$ cat config.mk
export PLATFORM = sky130hd
export DESIGN_NAME = ea_idx_calc
export DESIGN_NICKNAME = d
export VERILOG_FILES = /design/src/rtl/ea_idx_pkg.sv /design/src/rtl/ea_index_sel.sv /design/src/rtl/ea_adder.sv /design/src/rtl/ea_align_chk.sv /design/src/rtl/ea_idx_calc.sv
export SDC_FILE = /design/constraint.sdc
export NUM_CORES = 1
export LEC_CHECK = 0
export CAP_MARGIN = 40
export CORE_UTILIZATION = 65
export CTS_CLUSTER_DIAMETER = 100
export DETAILED_ROUTE_END_ITERATION = 10
export DONT_BUFFER_PORTS = 1
export GPL_TIMING_DRIVEN = 0
export PLACE_DENSITY_LB_ADDON = 0.15
export REMOVE_ABC_BUFFERS = 1
export SYNTH_ARGS = -nofsm -noshare
export SYNTH_HDL_FRONTEND = slang
export SYNTH_SLANG_ARGS = --single-unit
$ cat constraint.sdc
create_clock -name clk_i -period 1.9 [get_ports clk_i]
set_input_delay 0.38 -clock clk_i [delete_from_list [all_inputs] [get_ports clk_i]]
set_output_delay 0.38 -clock clk_i [all_outputs]
set_load 0.1 [all_outputs]
$ cat src/rtl/ea_idx_pkg.sv
package ea_idx_pkg;
  localparam int unsigned ADDR_W  = 32;
  localparam int unsigned BUS_W   = 24;
  localparam int unsigned EXT_W   = 16;
  localparam int unsigned DISP_W  = 8;
  localparam int unsigned SHORT_W = 16;
  localparam int unsigned SEL_W   = 4;

  typedef enum logic [1:0] {
    SZ_BYTE = 2'b00,
    SZ_WORD = 2'b01,
    SZ_LONG = 2'b10,
    SZ_RSVD = 2'b11
  } op_size_e;
endpackage

$ cat src/rtl/ea_index_sel.sv
module ea_index_sel #(
  parameter int unsigned ADDR_W  = 32,
  parameter int unsigned SHORT_W = 16,
  parameter int unsigned SEL_W   = 4
) (
  input  logic [SEL_W-1:0]  sel_i,
  input  logic              long_i,
  output logic [SEL_W-1:0]  rd_sel_o,
  input  logic [ADDR_W-1:0] rd_data_i,
  output logic [ADDR_W-1:0] index_o
);
  localparam int unsigned EXT_BITS = ADDR_W - SHORT_W;

  logic [ADDR_W-1:0] short_ext;

  assign rd_sel_o = sel_i;

  generate
    if (EXT_BITS > 0) begin : g_ext
      assign short_ext = {{EXT_BITS{rd_data_i[SHORT_W-1]}}, rd_data_i[SHORT_W-1:0]};
    end else begin : g_noext
      assign short_ext = rd_data_i;
    end
  endgenerate

  assign index_o = long_i ? rd_data_i : short_ext;
endmodule

$ cat src/rtl/ea_adder.sv
module ea_adder #(
  parameter int unsigned ADDR_W = 32,
  parameter int unsigned DISP_W = 8
) (
  input  logic [ADDR_W-1:0] base_i,
  input  logic [DISP_W-1:0] disp_i,
  input  logic [ADDR_W-1:0] index_i,
  output logic [ADDR_W-1:0] sum_o
);
  logic [ADDR_W-1:0] disp_ext;

  assign disp_ext = {{(ADDR_W-DISP_W){disp_i[DISP_W-1]}}, disp_i};
  assign sum_o    = base_i + disp_ext + index_i;
endmodule

$ cat src/rtl/ea_align_chk.sv
module ea_align_chk
  import ea_idx_pkg::*;
(
  input  logic [1:0] size_i,
  input  logic       addr_lsb_i,
  output logic       misalign_o
);
  op_size_e sz;

  assign sz = op_size_e'(size_i);

  always_comb begin
    unique case (sz)
      SZ_BYTE: misalign_o = 1'b0;
      SZ_WORD, SZ_LONG, SZ_RSVD: misalign_o = addr_lsb_i;
      default: misalign_o = addr_lsb_i;
    endcase
  end
endmodule

$ cat src/rtl/ea_idx_calc.sv
module ea_idx_calc
  import ea_idx_pkg::*;
(
  input  logic              clk_i,
  input  logic              rst_ni,
  input  logic              valid_i,
  input  logic [ADDR_W-1:0] base_i,
  input  logic [EXT_W-1:0]  ext_word_i,
  input  logic [1:0]        size_i,
  output logic [SEL_W-1:0]  rd_sel_o,
  input  logic [ADDR_W-1:0] rd_data_i,
  output logic              valid_o,
  output logic [ADDR_W-1:0] sum_o,
  output logic [BUS_W-1:0]  bus_addr_o,
  output logic              addr_err_o,
  output logic [ADDR_W-1:0] fault_addr_o
);
  logic [ADDR_W-1:0] index_w;
  logic [ADDR_W-1:0] sum_w;
  logic              misalign_w;
  logic [2:0]        unused_ext;

  // bits 10:8 carry scale and reserved fields; not used on this generation
  assign unused_ext = ext_word_i[10:8];

  ea_index_sel #(
    .ADDR_W (ADDR_W),
    .SHORT_W(SHORT_W),
    .SEL_W  (SEL_W)
  ) u_index_sel (
    .sel_i    (ext_word_i[EXT_W-1 -: SEL_W]),
    .long_i   (ext_word_i[EXT_W-1-SEL_W]),
    .rd_sel_o (rd_sel_o),
    .rd_data_i(rd_data_i),
    .index_o  (index_w)
  );

  ea_adder #(
    .ADDR_W(ADDR_W),
    .DISP_W(DISP_W)
  ) u_adder (
    .base_i (base_i),
    .disp_i (ext_word_i[DISP_W-1:0]),
    .index_i(index_w),
    .sum_o  (sum_w)
  );

  ea_align_chk u_align (
    .size_i    (size_i),
    .addr_lsb_i(sum_w[0]),
    .misalign_o(misalign_w)
  );

  always_ff @(posedge clk_i or negedge rst_ni) begin
    if (!rst_ni) begin
      valid_o      <= 1'b0;
      sum_o        <= '0;
      bus_addr_o   <= '0;
      addr_err_o   <= 1'b0;
      fault_addr_o <= '0;
    end else begin
      valid_o    <= valid_i;
      addr_err_o <= valid_i & misalign_w;
      if (valid_i) begin
        sum_o      <= sum_w;
        bus_addr_o <= sum_w[BUS_W-1:0];
        if (misalign_w) fault_addr_o <= sum_w;
      end
    end
  end
endmodule

==> flow_metrics.py, run 1 <==
metrics = {
    "floorplanning": {
        "die_w_microns": 91.4,
        "chipHeight_microns": 91.4,
        "start_util_pct": 67.2,
        "num_rows": 32,
        "io_pins": 179,
    },
    "clock_network": {
        "clk_root_buffer_cell": "sky130_fd_sc_hd__clkbuf_8",
        "clock_tree.buffer_depth": 2,
        "clock_sink_count": 66,
        "h-tree-depth": 3,
        "cts-buffers-inserted": 9,
    },
    "yosys": {
        "synth_seq_cells": 66,
        "post_synth_num_cell_types": 54,
        "async_reset_ff_share_pct": 100,
        "mappedNetlistArea_sq_um": 5190,
        "synth_flop_cell": "sky130_fd_sc_hd__dfrtp_1",
        "ys_seq_area_share_pct": 31.8,
        "synth_warnings": 0,
        "netlist_instances": 545,
        "syn_area_per_cell_sq_um": 9.53,
        "number_of_synthesized_flops_with_an_enable_pin": 0,
    },
    "global_routing": {
        "grt_start_max_net_pins": 67,
    },
    "run_status": {
        "stop_stage": "global routing (5_1_grt)",
        "firstError": "[ERROR DPL-0038] Utilization greater than 100%, impossible to legalize",
        "result_of_the_run": "did not finish",
    },
    "place": {
        "hpwl_microns": 10900,
        "gp_congestion": 0.897,
        "port-buffer-count": 0,
    },
}
## Yosys cell counts (all sizes together) (3+ instances only)
cell | n | share of area (%)
buf | 33 | 4.5
nand2 | 95 | 6.9
o31ai | 7 | 1.0
or4 | 3 | 0.43
xor2 | 7 | 1.2
nor3 | 5 | 0.48
a21oi | 31 | 3.0
a31o | 4 | 0.67
a31oi | 8 | 0.96
nand2b | 3 | 0.36
nor2 | 18 | 1.3
a221o | 3 | 0.60
nor2b | 4 | 0.48
o21a | 4 | 0.58
nand3 | 14 | 1.3
or2 | 5 | 0.60
and3 | 9 | 1.1
a221oi | 3 | 0.84
o21ai | 23 | 2.2
inv | 13 | 0.94
mux2 | 26 | 5.6
a21o | 17 | 2.5
o311ai | 4 | 0.67
dfrtp | 66 | 32
nand4 | 7 | 0.84
xnor2 | 14 | 2.4
fa | 32 | 12
o211ai | 5 | 0.72
o2111ai | 3 | 0.51
ha | 30 | 7.2
clkbuf | 17 | 1.2
o21bai | 4 | 0.58
and2 | 8 | 0.96
## cells by family after synthesis
kind of cell             after synthesis  share of synthesized area [%]
adder cells (fa/ha/maj)               62                           19.6
buffers and inverters                 63                           6.62
AND/OR/NAND/NOR                      177                           15.6
flip-flops                            66                           31.8
AO/OA/AOI/OAI                        128                           16.8
multiplexers                          28                           6.02
XOR/XNOR                              21                           3.54
## through the flow
step | TNS (ns) | worst slack (ns) | util [%] | cells | area (sq um)
after floorplan | -53.24 | -1.60 | - | 495 | 4900
after global placement | -70.88 | -1.99 | 65.1 | 597 | 5030
after CTS | -39.69 | -1.46 | 91.2 | 687 | 7040
after detailed placement | -76.75 | -2.09 | 79.7 | 637 | 6160
## what timing repair did
item,in CTS
pin swaps,69
hold endpoints to repair,66
gates resized for setup,100
setup buffers,34
setup endpoints to repair,57
==> run 2: changes to the inputs <==
--- a/config.mk
+++ b/config.mk
@@ -6,8 +6,7 @@
 export NUM_CORES = 1
 export LEC_CHECK = 0
 export CAP_MARGIN = 40
-export CORE_UTILIZATION = 65
-export CTS_CLUSTER_DIAMETER = 100
+export CORE_UTILIZATION = 40
 export DETAILED_ROUTE_END_ITERATION = 10
 export DONT_BUFFER_PORTS = 1
 export GPL_TIMING_DRIVEN = 0
==> run 2 against run 1 <==
Against the previous run: the flow now finishes, with violations (negative hold slack, negative setup slack); synthesized cell count is the same; synthesized area unchanged.
==> flow_metrics.py, run 2 <==
metrics = {
    "run_status": {
        "result_of_the_run": "complete, but fails checks",
        "failed_checks": "negative hold slack, negative setup slack",
    },
    "routing": {
        "dr_total_vias": 4227,
        "final_antenna_net_count": 0,
        "number_of_design_rule_violations_left_by_the_first_detailed_router_iteration": 251,
        "via_per_inst": 5.53,
        "drc_errors": 0,
        "drt-total-wl_microns": 14900,
        "dr.pass1.iters": 4,
        "route.detailed.wl_per_inst_microns": 19.5,
    },
    "critical_path": {
        "worst-endpoint-required_ns": 2.11,
        "critical_path.max_fanout": 3,
        "reg2reg_setup_slack_ns": 0.51,
        "critPathCaptureType": "flop",
        "cpLargestDelayFamily": "compound AO/OA/AOI/OAI gates",
        "r2r_start": "fault_addr_o[10]",
        "timing.critical_path.slowest_cell_delay_ns": 0.46,
        "crit_chain": "fa_1 -> ha_2 -> fa_2 -> a21o_1 -> a221o_1 -> a221o_1 -> a221o_2 -> a221oi_4 -> xnor2_2 -> mux2_4",
        "crit_path_frequent_cell": "sky130_fd_sc_hd__a221o_1",
        "crit_slowest_cell": "sky130_fd_sc_hd__fa_1",
        "timing_worst_setup_path_type": "in -> reg",
        "r2r_end": "fault_addr_o[10]",
        "critPathArrivalTime_ns": 3.51,
        "cp-start-kind": "input port",
        "combined_buffer_and_inverter_count_along_the_critical_path": 0,
        "r2r_cells": 4,
    },
    "timing": {
        "setup-violations-final": 54,
        "slew-limit-headroom_pct": 39.1,
        "final.setup_skew_ns": 0,
        "grt_setup_unrepaired": "yes",
        "finalCritPeriodShare_pct": 174,
        "finalHoldWorstSlack_ns": -0.254,
        "highest_clock_frequency_the_design_can_meet_mhz": 303,
        "final_period_minus_worst_setup_slack_ns": 3.30,
        "worst_pin_slew_ns": 0.914,
        "setup-tns-final_ns": -44.17,
        "finalMaxSlewViolations": 0,
        "final.setup.worst_slack_ns": -1.40,
        "final-hold-violation-count": 66,
    },
    "place": {
        "hpwl_microns": 10200,
        "preCtsSetupSlack_ns": -2.15,
        "gp_congestion": 0.832,
        "detailed_place.area_sq_um": 6300,
        "port-buffer-count": 0,
    },
    "global_routing": {
        "grt_start_max_net_pins": 67,
        "met3_use_gr_pct": 4.71,
        "gr-total-overflow": 0,
        "grtUsageTotal_pct": 22.1,
        "antenna_found_initial": 0,
        "gr-max-usage-layer": "met2",
        "grt_pass1_vias": 4348,
        "grt_util_met2_pct": 38.3,
        "use_met1_pct": 27.6,
        "first_pass_grt_wire_length_microns": 22900,
    },
    "final_layout": {
        "fillCellCount": 1013,
        "num-nets-final": 734,
        "mostFrequentLayoutCells": "sky130_fd_sc_hd__nand2_1 (93), sky130_fd_sc_hd__buf_16 (43), sky130_fd_sc_hd__dfrtp_1 (42)",
        "layout_commonest_cell": "sky130_fd_sc_hd__nand2_1",
        "ratio_of_cells_with_drive_above_1_in_the_final_layout_pct": 42.2,
        "postLayoutCellArea_sq_um": 7710,
        "largestRegisters": "fault_addr_o: 32 flops, sum_o: 32 flops",
        "syn2layout_area_growth_pct": 48.4,
        "antennaDiodeCount": 0,
    },
    "hold_path": {
        "hp-class": "in -> async",
    },
    "floorplanning": {
        "num_rows": 41,
        "io_pins": 179,
        "core_area_sq_um": 12600,
        "start_util_pct": 41.2,
        "fp.dieArea_sq_um": 13400,
        "die_w_microns": 116,
        "chipHeight_microns": 116,
    },
    "yosys": {
        "leading_cell_type_by_number_of_instances_after_synthesis": "sky130_fd_sc_hd__nand2_1",
        "synth_flop_cell": "sky130_fd_sc_hd__dfrtp_1",
        "synthTopCellsByCount": "sky130_fd_sc_hd__nand2_1 (95), sky130_fd_sc_hd__dfrtp_1 (66), sky130_fd_sc_hd__fa_1 (32)",
        "post_synth_num_cell_types": 54,
        "async_reset_ff_share_pct": 100,
        "yosysTopAreaCellShare_pct": 31.8,
        "synth_seq_cells": 66,
        "synth_warnings": 0,
        "syn_area_per_cell_sq_um": 9.53,
        "ys_seq_area_share_pct": 31.8,
        "mappedNetlistArea_sq_um": 5190,
        "post_synth_main_area_contributors": "sky130_fd_sc_hd__dfrtp_1 (32%), sky130_fd_sc_hd__fa_1 (12%), sky130_fd_sc_hd__ha_1 (7.2%)",
        "yosysTopAreaCell": "sky130_fd_sc_hd__dfrtp_1",
        "netlist_instances": 545,
        "number_of_synthesized_flops_with_an_enable_pin": 0,
    },
    "clock_network": {
        "tritoncts": "built",
        "cts.reportedPaths.clkPinSlew_ns": 0.06,
        "clock_sink_count": 66,
        "insertion_delay_ns": 0.32,
        "clock_tree.buffer_depth": 2,
        "clk_root_buffer_cell": "sky130_fd_sc_hd__clkbuf_16",
        "cts-buffers-inserted": 9,
        "h-tree-depth": 3,
    },
    "job": {
        "maxCapViolations": 0,
    },
}
run 2: cell counts after synthesis:
Identical to the previous run, type by type.
run 2: layout make-up:
class | instances | area, sq um | area share (%)
Multi-Input combinational cell | 416 | 3920 | 50.9
Sequential cell | 66 | 1680 | 21.8
Timing Repair Buffer | 81 | 1520 | 19.7
Clock buffer | 11 | 243 | 3.15
Tap cell | 172 | 215 | 2.79
Clock inverter | 5 | 77.6 | 1.01
Inverter | 13 | 51.3 | 0.665
run 2: stage by stage:
step	hold slack, ns	utilization (%)	cells
CTS	-0.265	57.1	745
global route	-0.274	61.1	764
finish	-0.254	61.1	764
detailed placement	0.0863	49.9	709
floorplan	0.0844	-	495
global placement	0.0859	40.5	667
run 2: timing repair:
item                                    4_1_cts  5_1_grt
setup buffers                                20       21
gates resized for setup                      93       75
pin swaps                                    55       50
endpoints found under the setup margin       57       54
cloned                                        0        0
hold endpoints to repair                     66       66
run 2: worst max path at each step:
stage	startpoint	end	slack (ns)	cells past startpoint
2_1_floorplan	base_i[1]	sum_o[21]	-1.60	10
3_3_place_gp	ext_word_i[11]	sum_o[26]	-2.14	11
3_5_place_dp	ext_word_i[11]	fault_addr_o[26]	-2.15	11
4_1_cts	rd_data_i[1]	sum_o[21]	-1.51	10
5_1_grt	rd_data_i[1]	sum_o[21]	-1.47	10
6_report	rd_data_i[1]	sum_o[21]	-1.40	10
run 2: logic make-up after synthesis:
family,Yosys count,synth area share [%]
buf+inv,63,6.62
xor+xnor,21,3.54
simple gates,177,15.6
flops,66,31.8
compound gates,128,16.8
mux,28,6.02
fa+ha+maj,62,19.6
run 2: metal layers:
metal  share of wire, %  wire (microns)
met1                 43            6380
met4                1.5             225
met3                5.1             757
met5                  0               0
met2                 51            7510
Power of run 2 is not shown: default switching activity piles up to over one toggle a cycle in this logic, so the estimate is an artifact.
==> run 3: changes to the inputs <==
--- a/config.mk
+++ b/config.mk
@@ -6,7 +6,7 @@
 export NUM_CORES = 1
 export LEC_CHECK = 0
 export CAP_MARGIN = 40
-export CORE_UTILIZATION = 40
+export CORE_UTILIZATION = 52
 export DETAILED_ROUTE_END_ITERATION = 10
 export DONT_BUFFER_PORTS = 1
 export GPL_TIMING_DRIVEN = 0
==> run 3 against run 2 <==
Against the previous run: the flow still finishes with violations (negative hold slack, negative setup slack); first-iteration DRC count is 69% higher; routed wire length is 45% higher; critical path depth stayed put; via count is 20% higher; critical path type unchanged; critical endpoint unchanged.
==> flow_metrics.py, run 3 (synthesis gave the netlist of run 2 again) <==
metrics = {
    "routing": {
        "dr.pass1.iters": 6,
        "via_per_inst": 6.88,
        "dr_total_vias": 5077,
        "final_antenna_net_count": 0,
        "route.detailed.wl_per_inst_microns": 29.1,
        "number_of_design_rule_violations_left_by_the_first_detailed_router_iteration": 423,
        "drc_errors": 0,
        "drt-total-wl_microns": 21500,
    },
    "critical_path": {
        "critPathCaptureType": "flop",
        "reg2reg_setup_slack_ns": 0.44,
        "critical_path.max_fanout": 3,
        "cp-start-kind": "input port",
        "r2r_cells": 2,
        "r2r_start": "sum_o[7]",
        "r2r_end": "sum_o[7]",
        "timing_worst_setup_path_type": "in -> reg",
        "startpoint": "base_i[0]",
        "critPathArrivalTime_ns": 3.62,
        "worst-endpoint-required_ns": 2.15,
    },
    "timing": {
        "final.setup.worst_slack_ns": -1.47,
        "final.setup_skew_ns": 0,
        "highest_clock_frequency_the_design_can_meet_mhz": 296,
        "final-hold-violation-count": 66,
        "final_period_minus_worst_setup_slack_ns": 3.37,
        "finalHoldWorstSlack_ns": -0.297,
        "slew-limit-headroom_pct": 32.0,
        "finalMaxSlewViolations": 0,
        "finalCritPeriodShare_pct": 178,
        "worst_pin_slew_ns": 1.02,
        "grt_setup_unrepaired": "yes",
        "setup-violations-final": 57,
    },
    "global_routing": {
        "grtUsageTotal_pct": 30.1,
        "antenna_found_initial": 1,
        "grt_start_max_net_pins": 67,
        "first_pass_grt_wire_length_microns": 23800,
        "gr-total-overflow": 0,
        "use_met1_pct": 35.5,
        "grt_pass1_vias": 4704,
        "met3_use_gr_pct": 5.81,
        "gr-max-usage-layer": "met2",
        "grt_util_met2_pct": 52.2,
    },
    "floorplanning": {
        "start_util_pct": 53.4,
        "fp.dieArea_sq_um": 10400,
        "num_rows": 36,
        "core_area_sq_um": 9730,
        "io_pins": 179,
        "die_w_microns": 102,
        "chipHeight_microns": 102,
    },
    "final_layout": {
        "mostFrequentLayoutCells": "sky130_fd_sc_hd__nand2_1 (88), sky130_fd_sc_hd__buf_16 (51), sky130_fd_sc_hd__dfrtp_1 (42)",
        "postLayoutCellArea_sq_um": 7960,
        "ratio_of_cells_with_drive_above_1_in_the_final_layout_pct": 46.6,
        "antennaDiodeCount": 0,
        "syn2layout_area_growth_pct": 53.3,
        "layout_commonest_cell": "sky130_fd_sc_hd__nand2_1",
        "final_core_util_pct": 81.9,
        "num-nets-final": 747,
        "final_cell_count_no_fill": 738,
        "largestRegisters": "fault_addr_o: 32 flops, sum_o: 32 flops",
    },
    "job": {
        "maxCapViolations": 0,
    },
    "run_status": {
        "result_of_the_run": "complete, but fails checks",
        "failed_checks": "negative hold slack, negative setup slack",
    },
    "place": {
        "port-buffer-count": 0,
        "detailed_place.area_sq_um": 6310,
        "placed_cells": 672,
        "hpwl_microns": 10400,
        "gp_congestion": 0.854,
    },
    "clock_network": {
        "tritoncts": "built",
        "clk_root_buffer_cell": "sky130_fd_sc_hd__clkbuf_8",
        "clock_sink_count": 66,
        "cts-buffers-inserted": 9,
        "clock_tree.buffer_depth": 2,
        "insertion_delay_ns": 0.36,
        "cts.reportedPaths.clkPinSlew_ns": 0.09,
        "h-tree-depth": 3,
    },
    "hold_path": {
        "hp-class": "in -> async",
    },
}
run 3: cell count changes in the layout (fill, tap and decap cells not counted), sizes merged:
cell    previous run  this run
clkbuf            11        10
buf               81        94
clkinv             2         3
run 3: layout make-up:
type | instances | area, sq um
multi-input cells | 416 | 4050
clock inverters | 6 | 90.1
well taps | 133 | 166
clock buffers | 10 | 138
repair buffers | 94 | 1790
fillers | 455 | 1770
flip-flops and latches | 66 | 1680
inverters | 13 | 51.3
run 3: how the worst max path moves through the flow:
stage	end	cells past startpoint
after floorplan	sum_o[21]	10
final	sum_o[21]	10
after CTS	sum_o[21]	10
after global routing	fault_addr_o[29]	9
after global placement	sum_o[22]	11
after detailed placement	fault_addr_o[30]	11
run 3: routing by layer:
layer / share of wire [%] / wire length [microns]
met1: 35 / 7500
met2: 48 / 10300
met3: 10 / 2230
met4: 6.8 / 1460
met5: 0 / 0
run 3: metrics by stage:
stage | setup TNS [ns] | hold WS [ns] | worst slack [ns]
floorplan | -53.24 | 0.0844 | -1.60
global placement | -72.71 | 0.0858 | -2.05
detailed placement | -76.01 | 0.0859 | -2.08
CTS | -38.36 | -0.287 | -1.53
global route | -55.80 | -0.297 | -1.58
finish | -51.22 | -0.297 | -1.47
run 3: critical path: stages:
cell and delay, ns:
sky130_fd_sc_hd__fa_1 0.48, sky130_fd_sc_hd__ha_4 0.21, sky130_fd_sc_hd__fa_2 0.37, sky130_fd_sc_hd__a21o_1 0.22, sky130_fd_sc_hd__a221o_1 0.37, sky130_fd_sc_hd__a221o_1 0.39
sky130_fd_sc_hd__a221o_2 0.39, sky130_fd_sc_hd__a221oi_4 0.39, sky130_fd_sc_hd__xnor2_2 0.15, sky130_fd_sc_hd__mux2_4 0.29
run 3: what timing repair did:
action                                 in CTS  in global routing
setup endpoints to repair                  57                 58
pin swaps                                  64                 57
resized for setup                         107                 89
buffers inserted                           26                 18
gates cloned                                0                  0
endpoints found under the hold margin      66                 66
Power of run 3 is left out for the same reason.
